[src/rtl/feac_pkg.sv]
// Package: shared sizes, register offsets and bit positions for the
// alarm/control code transmitter. Assumes a byte-wide register port.
package feac_pkg;
    parameter int CODE_W   = 6;
    parameter int MSG_LEN  = 16;
    parameter int REPEATS  = 10;
    parameter int ADDR_W   = 8;
    parameter int DATA_W   = 8;

    localparam int FILL_W  = MSG_LEN - CODE_W - 2;
    localparam int BIT_W   = $clog2(MSG_LEN);
    localparam int REP_W   = $clog2(REPEATS);

    localparam logic [ADDR_W-1:0] CSR_OFS  = 8'h31;
    localparam logic [ADDR_W-1:0] CODE_OFS = 8'h32;

    localparam int B_BUSY = 0;
    localparam int B_GO   = 1;
    localparam int B_EN   = 2;
    localparam int B_STAT = 3;
    localparam int B_IEN  = 4;
endpackage

[src/rtl/feac_regs.sv]
// Module: register file. Holds the code word, enables, the go request and
// the completion status. Assumes reads are combinational and the read
// strobe lasts one cycle per access.
module feac_regs
    import feac_pkg::*;
(
    input  logic              clk,
    input  logic              rst_n,
    input  logic              wr,
    input  logic              rd,
    input  logic [ADDR_W-1:0] addr,
    input  logic [DATA_W-1:0] wdata,
    input  logic              busy,
    input  logic              done,
    output logic [DATA_W-1:0] rdata,
    output logic [CODE_W-1:0] code,
    output logic              en,
    output logic              ien,
    output logic              go,
    output logic              stat
);
    logic csr_wr;
    logic csr_rd;
    logic code_wr;
    logic go_ok;
    logic unused_wbits;

    assign csr_wr  = wr && (addr == CSR_OFS);
    assign code_wr = wr && (addr == CODE_OFS);
    assign csr_rd  = rd && (addr == CSR_OFS);
    assign go_ok   = csr_wr && wdata[B_GO] && wdata[B_EN] && !busy && !go;
    assign unused_wbits = ^wdata[DATA_W-1:CODE_W];

    // Code word register.
    always_ff @(posedge clk) begin
        if (!rst_n)       code <= '0;
        else if (code_wr) code <= wdata[CODE_W-1:0];
    end

    // Enable bits, written as a pair.
    always_ff @(posedge clk) begin
        if (!rst_n) begin
            en  <= 1'b0;
            ien <= 1'b0;
        end else if (csr_wr) begin
            en  <= wdata[B_EN];
            ien <= wdata[B_IEN];
        end
    end

    // Go request: lives one cycle, consumed by the serializer as a start.
    always_ff @(posedge clk) begin
        if (!rst_n)     go <= 1'b0;
        else if (go)    go <= 1'b0;
        else if (go_ok) go <= 1'b1;
    end

    // Completion status: set has priority over read-clear.
    always_ff @(posedge clk) begin
        if (!rst_n)      stat <= 1'b0;
        else if (done)   stat <= 1'b1;
        else if (csr_rd) stat <= 1'b0;
    end

    // Read mux.
    always_comb begin
        rdata = '0;
        if (addr == CSR_OFS) begin
            rdata[B_BUSY] = busy;
            rdata[B_GO]   = go;
            rdata[B_EN]   = en;
            rdata[B_STAT] = stat;
            rdata[B_IEN]  = ien;
        end else if (addr == CODE_OFS) begin
            rdata[CODE_W-1:0] = code;
        end
    end
endmodule

[src/rtl/feac_msg_build.sv]
// Module: frames a code word into the line message, first bit in the MSB.
// Assumes the fixed framing of a leading 0, the code d5..d0, a 0 and 1s.
module feac_msg_build
    import feac_pkg::*;
(
    input  logic [CODE_W-1:0]  code,
    output logic [MSG_LEN-1:0] msg
);
    // Concatenate framing around the code.
    always_comb begin
        msg = {1'b0, code, 1'b0, {FILL_W{1'b1}}};
    end
endmodule

[src/rtl/feac_serializer.sv]
// Module: shifts the captured message out one bit per strobe and repeats
// it REPEATS times. Assumes start is a single-cycle pulse and bit_req is
// at most one cycle wide per requested bit.
module feac_serializer
    import feac_pkg::*;
(
    input  logic               clk,
    input  logic               rst_n,
    input  logic               en,
    input  logic               start,
    input  logic [MSG_LEN-1:0] msg,
    input  logic               bit_req,
    output logic               tx_bit,
    output logic               busy,
    output logic               done
);
    logic [MSG_LEN-1:0] msg_q;
    logic [MSG_LEN-1:0] shreg;
    logic [BIT_W-1:0]   bit_cnt;
    logic [REP_W-1:0]   rep_cnt;
    logic               last_bit;
    logic               last_rep;

    assign last_bit = (bit_cnt == BIT_W'(MSG_LEN - 1));
    assign last_rep = (rep_cnt == REP_W'(REPEATS - 1));
    assign done     = busy && en && bit_req && last_bit && last_rep;

    // Sequencer: capture, shift, count bits and repeats, drive the line.
    always_ff @(posedge clk) begin
        if (!rst_n) begin
            msg_q   <= '1;
            shreg   <= '1;
            bit_cnt <= '0;
            rep_cnt <= '0;
            busy    <= 1'b0;
            tx_bit  <= 1'b1;
        end else if (!en) begin
            busy    <= 1'b0;
            bit_cnt <= '0;
            rep_cnt <= '0;
            if (bit_req) tx_bit <= 1'b1;
        end else if (start && !busy) begin
            msg_q   <= msg;
            shreg   <= msg;
            bit_cnt <= '0;
            rep_cnt <= '0;
            busy    <= 1'b1;
            if (bit_req) tx_bit <= 1'b1;
        end else if (busy && bit_req) begin
            tx_bit <= shreg[MSG_LEN-1];
            if (last_bit) begin
                shreg   <= msg_q;
                bit_cnt <= '0;
                if (last_rep) begin
                    busy    <= 1'b0;
                    rep_cnt <= '0;
                end else begin
                    rep_cnt <= rep_cnt + 1'b1;
                end
            end else begin
                shreg   <= {shreg[MSG_LEN-2:0], 1'b1};
                bit_cnt <= bit_cnt + 1'b1;
            end
        end else if (bit_req) begin
            tx_bit <= 1'b1;
        end
    end
endmodule

[src/rtl/feac_tx.sv]
// Module: top of the alarm/control code transmitter. Joins the register
// file, message framer and serializer. Assumes bit_req comes from the
// framer's overhead timing, already synchronous to clk.
module feac_tx
    import feac_pkg::*;
(
    input  logic              clk,
    input  logic              rst_n,
    input  logic              reg_wr,
    input  logic              reg_rd,
    input  logic [7:0]        reg_addr,
    input  logic [7:0]        reg_wdata,
    output logic [7:0]        reg_rdata,
    input  logic              bit_req,
    output logic              tx_bit,
    output logic              irq
);
    logic [CODE_W-1:0]  code_w;
    logic [MSG_LEN-1:0] msg_w;
    logic               en_w;
    logic               ien_w;
    logic               go_w;
    logic               stat_w;
    logic               busy_w;
    logic               done_w;

    feac_regs u_regs (
        .clk   (clk),
        .rst_n (rst_n),
        .wr    (reg_wr),
        .rd    (reg_rd),
        .addr  (reg_addr),
        .wdata (reg_wdata),
        .busy  (busy_w),
        .done  (done_w),
        .rdata (reg_rdata),
        .code  (code_w),
        .en    (en_w),
        .ien   (ien_w),
        .go    (go_w),
        .stat  (stat_w)
    );

    feac_msg_build u_build (
        .code (code_w),
        .msg  (msg_w)
    );

    feac_serializer u_ser (
        .clk     (clk),
        .rst_n   (rst_n),
        .en      (en_w),
        .start   (go_w),
        .msg     (msg_w),
        .bit_req (bit_req),
        .tx_bit  (tx_bit),
        .busy    (busy_w),
        .done    (done_w)
    );

    // Interrupt output: status gated by its enable.
    assign irq = stat_w && ien_w;
endmodule

[config.mk]
export PLATFORM = sky130hd
export DESIGN_NAME = feac_tx
export DESIGN_NICKNAME = d
export VERILOG_FILES = /design/src/rtl/feac_pkg.sv /design/src/rtl/feac_regs.sv /design/src/rtl/feac_msg_build.sv /design/src/rtl/feac_serializer.sv /design/src/rtl/feac_tx.sv
export SDC_FILE = /design/constraint.sdc
export NUM_CORES = 1
export LEC_CHECK = 0
export BUFFER_PORTS_ARGS = -buffer_cell sky130_fd_sc_hd__buf_2
export CORE_MARGIN = 2
export CORE_UTILIZATION = 58
export DETAILED_ROUTE_END_ITERATION = 10
export PLACE_DENSITY = 0.83
export SLEW_MARGIN = 20
export SYNTH_ARGS = -nofsm -noshare
export SYNTH_HDL_FRONTEND = slang
export SYNTH_SLANG_ARGS = --single-unit
[constraint.sdc]
create_clock -name clk -period 4 [get_ports clk]
set_input_delay 1 -clock clk [delete_from_list [all_inputs] [get_ports clk]]
set_output_delay 1 -clock clk [all_outputs]
set_load 0.005 [all_outputs]
* Word level (Yosys, flattened, before mapping)
Index checks and enable logic that the tools add are counted.
** Operators by class
- Reduce and logical (&&, ||, !) cells :: 27
- $add $sub $neg :: 2
- Equality and inequality tests :: 4
- Muxes and demuxes :: 19
- Bitwise operators :: 2
** Operators with widths (number)
- $mux 16 :: 3
- $eq 8x6->1 const B :: 2
- $logic_and 1x1->1 :: 14
- $mux 1 :: 12
- $add 4x1->4 const B :: 2
- $eq 4x4->1 const B :: 2
- $mux 4 :: 2
- $reduce_and 2->1 :: 4
- $reduce_bool 2->1 :: 4
- $mux 6 :: 1
- $mux 5 :: 1
- $reduce_and 3->1 :: 1
- $reduce_or 3->1 :: 1
- $logic_not 1->1 :: 2
- $not 1->1 :: 2
- $reduce_or 2->1 :: 1
** Word-level totals
- Flip-flop bits (word level) :: 44
- Bits of input ports :: 21
- Logic and storage cells :: 65

* Longest topological paths before layout
- Depth in word-level cells :: 7
- Gate-level depth with buffers :: 5
- Mapped depth without buffers :: 4

* Cells and area by module
Synthesis repeated with hierarchy kept, for this count alone.
** Unflattened totals
- Cell total of the unflattened synthesis :: 323
- Area, all modules :: 2697.6 um^2
** Modules (own cells, without submodules)
- feac_serializer :: area each 2014.4 um^2, cells each 243, sequential area each 840.8 um^2, instances 1
- feac_regs :: area each 549.3 um^2, cells each 61, sequential area each 200.2 um^2, instances 1
- feac_msg_build :: area each 127.6 um^2, cells each 18, sequential area each 0.0 um^2, instances 1
- feac_tx :: area each 6.3 um^2, cells each 1, sequential area each 0.0 um^2, instances 1

* Least setup slack after synthesis
No wires, ideal clock.
- Path type :: input -> output
- From :: input reg_addr[3]
- To :: output reg_rdata[0]
- Arrival time :: 1960 ps
- Stages :: 3
- Buffers on the path :: 0
- Slack :: 1040 ps
- Path through :: or4b_4 > nor2_1 > a22o_1
** On the way
- Word-level cells in the longest chain between the ends :: 3
** Ends and longest elaborated chain
- start, declared :: line feac_tx.sv:11 : input logic [7:0] reg_addr,
- $eq 8x6->1 :: line feac_regs.sv:74 : end else if (addr == CODE_OFS) begin
- $mux 6 :: line feac_regs.sv:74
- $mux 5 (*) :: line feac_regs.sv:68 : if (addr == CSR_OFS) begin
- end, declared :: line feac_tx.sv:13 : output logic [7:0] reg_rdata,
Every way passes the cells marked *; elsewhere a longest branch is shown, timed or not.

* Worst setup path in the final report
- From :: input reg_addr[3]
- To :: output reg_rdata[2]
Same word-level chain as after synthesis.

==> impl_metrics.toml <==
[run_status]
status = "finished clean"

[finish]
area_growth_pct = 12.5
design_area_um2 = 1820
fill_cells = 226
layout-drive-gt1-share_pct = 17.3
final_nets = 230
antenna_cells = 0

[sta]
drv_slew = 0
grt_setup_unrepaired = "no"
setup_viol = 0
whs_ns = 0.449
fin_tns_setup_ns = 0
finClkSkew_ns = 0.0101
worst_slack_ns = 0.627
slew_headroom_pct = 62.0
worst_pin_slew_ns = 0.568
period_share_pct = 84.3
min_period_ns = 3.37
hold_viol = 0
max_freq_ghz = 0.297

[route]
route.detailed.drc = 0
drtPass1Iterations = 4
initialDrtViolationCount = 70
ant_nets = 0
post_drt_via_cell_ratio = 5.94
drt-total-wl_um = 3420
wl_per_cell_um = 14.3
vias = 1420

[pwr]
p_comb_share_pct = 3.8
clkPwrFrac_pct = 39.0
p_leak_uw = 0.000808
p_per_area_nw_per_um2 = 335
switching_share_pct = 20.1
internal_power_uw = 487
p_sw_uw = 122
pwr-share-seq_pct = 57.2
ir_drop_uv = 279
total_power_uw = 609

[clocking]
cts_resized = 0
cts.path.max_buffers = 2
clk_latency_ns = 0.34
post_cts_buffers = 0
cts_sinks = 35
hold_buffers = 0
cts-root-buf = "clkbuf_4"
cts_tree = "done"
htreeDepth = 2
numCtsBuffers = 5
cts.clk_slew.worst_paths_ns = 0.09

[synthesis]
syn-cell-area_um2 = 1620
ys_ff_latch = 35
ys_warn_count = 0
synth.avg_cell_area_um2 = 8.83
syn_inst = 183
synth_top_area_share_pct = 43.4
ys_seq_area_share_pct = 43.4
synth_edf_count = 0
synth_area_leaders = "dfxtp_1, mux2i_1, nand2_1"
yosysTopAreaCell = "dfxtp_1"
synth.most_common_cell = "nand2_1"
synthTopCellsByCount = "nand2_1, dfxtp_1, mux2i_1"
ys.flop_type = "dfxtp_1"
synthArstFlopShare_pct = 0
ys_types = 42

[hold_path]
hp-class = "reg2reg"

[placed_design]
dpl.hpwl_um = 2510
pre_cts_ws_ns = 0.655
io_buffers = 26
placed_area_um2 = 1750
gp_congestion = 0.753

[die]
core_um2 = 2710
fp.dieArea_um2 = 3220
ios = 31
chipHeight_um = 56.8
initial_utilization_pct = 59.6
die_x_um = 56.8
rows = 19

[global_route]
grt_usage_pct = 24.7
grt_start_max_net_pins = 29
antenna_found_initial = 0
grt_pass1_wl_um = 6150
grt_pass1_vias = 1358
grt_overflow = 0

[worst_setup_path]
arrival_ns = 2.37
cp_num_buf_inv = 2
cp_common_cell = "buf_2"
crit_type = "in2out"
end_kind = "output port"
crit_slowest_cell = "or4b_4"
crit_family = "simple AND/OR/NAND/NOR gates"
path_cells = "buf_2 > or4b_4 > nor2_1 > a22o_1 > buf_2"
critPathLaunchType = "primary input"
critical_path.max_fanout = 6
worstPathRequired_ns = 3.00
cpPeakStageDelay_ns = 0.55

[run]
maxCapViolCount = 0
==> power by group through the flow <==
stage | registers [uW] | clock network (uW) | logic (uW)
after global routing | 349 | 255 | 26.4
after floorplan | 356 | 0 | 12.4
final | 348 | 238 | 23.4
after detailed placement | 356 | 0 | 23.2
after global placement | 356 | 0 | 22.1
after CTS | 348 | 243 | 23.3
==> tightest hold or removal path, cell delays in order (launching register included) <==
cell	delay (ns)
dfxtp_1	0.32
nand2_1	0.05
nand2_1	0.04
==> flip-flops by register name, indices dropped and copies added, names as in the netlist <==
register       count
u_regs.stat        1
u_ser.tx_bit       1
u_ser.shreg        8
u_regs.en          1
u_ser.bit_cnt      4
u_regs.go          1
u_regs.code        6
u_ser.busy         1
u_ser.rep_cnt      4
u_ser.msg_q        7
u_regs.ien         1
==> per-layer routing <==
layer,up-vias,global-route usage [%],wire [um]
met5,-,0,0
met4,0,11.0,63
met3,6,7.14,159
met2,29,39.7,1720
met1,677,30.5,1480
li1,708,-,-
==> cell type report <==
cell class	instances	area, um2	share of cell area [%]
multi-input cells	136	861	47.4
flip-flops and latches	35	701	38.6
repair buffers	26	130	7.16
clock buffers	6	41.3	2.27
well taps	31	38.8	2.13
clock inverters	1	30.0	1.65
inverters	4	15.0	0.826
==> through the flow <==
step / util, % / std cells
floorplan: - / 184
global placement: 64.4 / 232
detailed placement: 64.4 / 232
CTS: 67.0 / 239
global route: 67.0 / 239
finish: 67.0 / 239
==> cell families (layout without fill, tap and decap cells) <==
logic type	count (synthesis)	in the layout	synth area share, %
simple gates	80	80	26.3
compound gates	37	37	16.0
flops	35	35	43.4
mux	15	15	9.29
buf+inv	13	37	3.56
fa+ha+maj	1	1	0.774
other cells	1	2	0.232
xor+xnor	1	1	0.542
==> placed cells by master (no fill, tap or decap), drive strengths merged, types with 2 or more instances in the layout <==
master,netlist,routed
o211ai,7,7
a31oi,2,2
o21ai,5,5
inv,4,4
nor3,2,2
a22o,5,5
or4,3,3
nand2,36,36
nor2b,3,3
nand3,14,14
dfxtp,35,35
and3b,2,2
a21boi,5,5
a21oi,6,6
nor2,5,5
and2,4,4
buf,3,26
conb,1,2
clkbuf,6,6
mux2i,15,15
nand3b,2,2
==> path summary, 6_finish.rpt <==
kind,startpoint,end,slack [ns],cells past startpoint
min,u_ser.msg_q[11]$_SDFFE_PN1P_,u_ser.msg_q[11]$_SDFFE_PN1P_,0.45,2
max,reg_addr[3],reg_rdata[2],0.63,5
max reg2reg,u_ser.bit_cnt[0]$_SDFFE_PP0P_,u_ser.rep_cnt[3]$_SDFFE_PP0P_,2.15,4
min reg2reg,u_ser.msg_q[11]$_SDFFE_PN1P_,u_ser.msg_q[11]$_SDFFE_PN1P_,0.45,2
(Power assumes the default switching activity.)
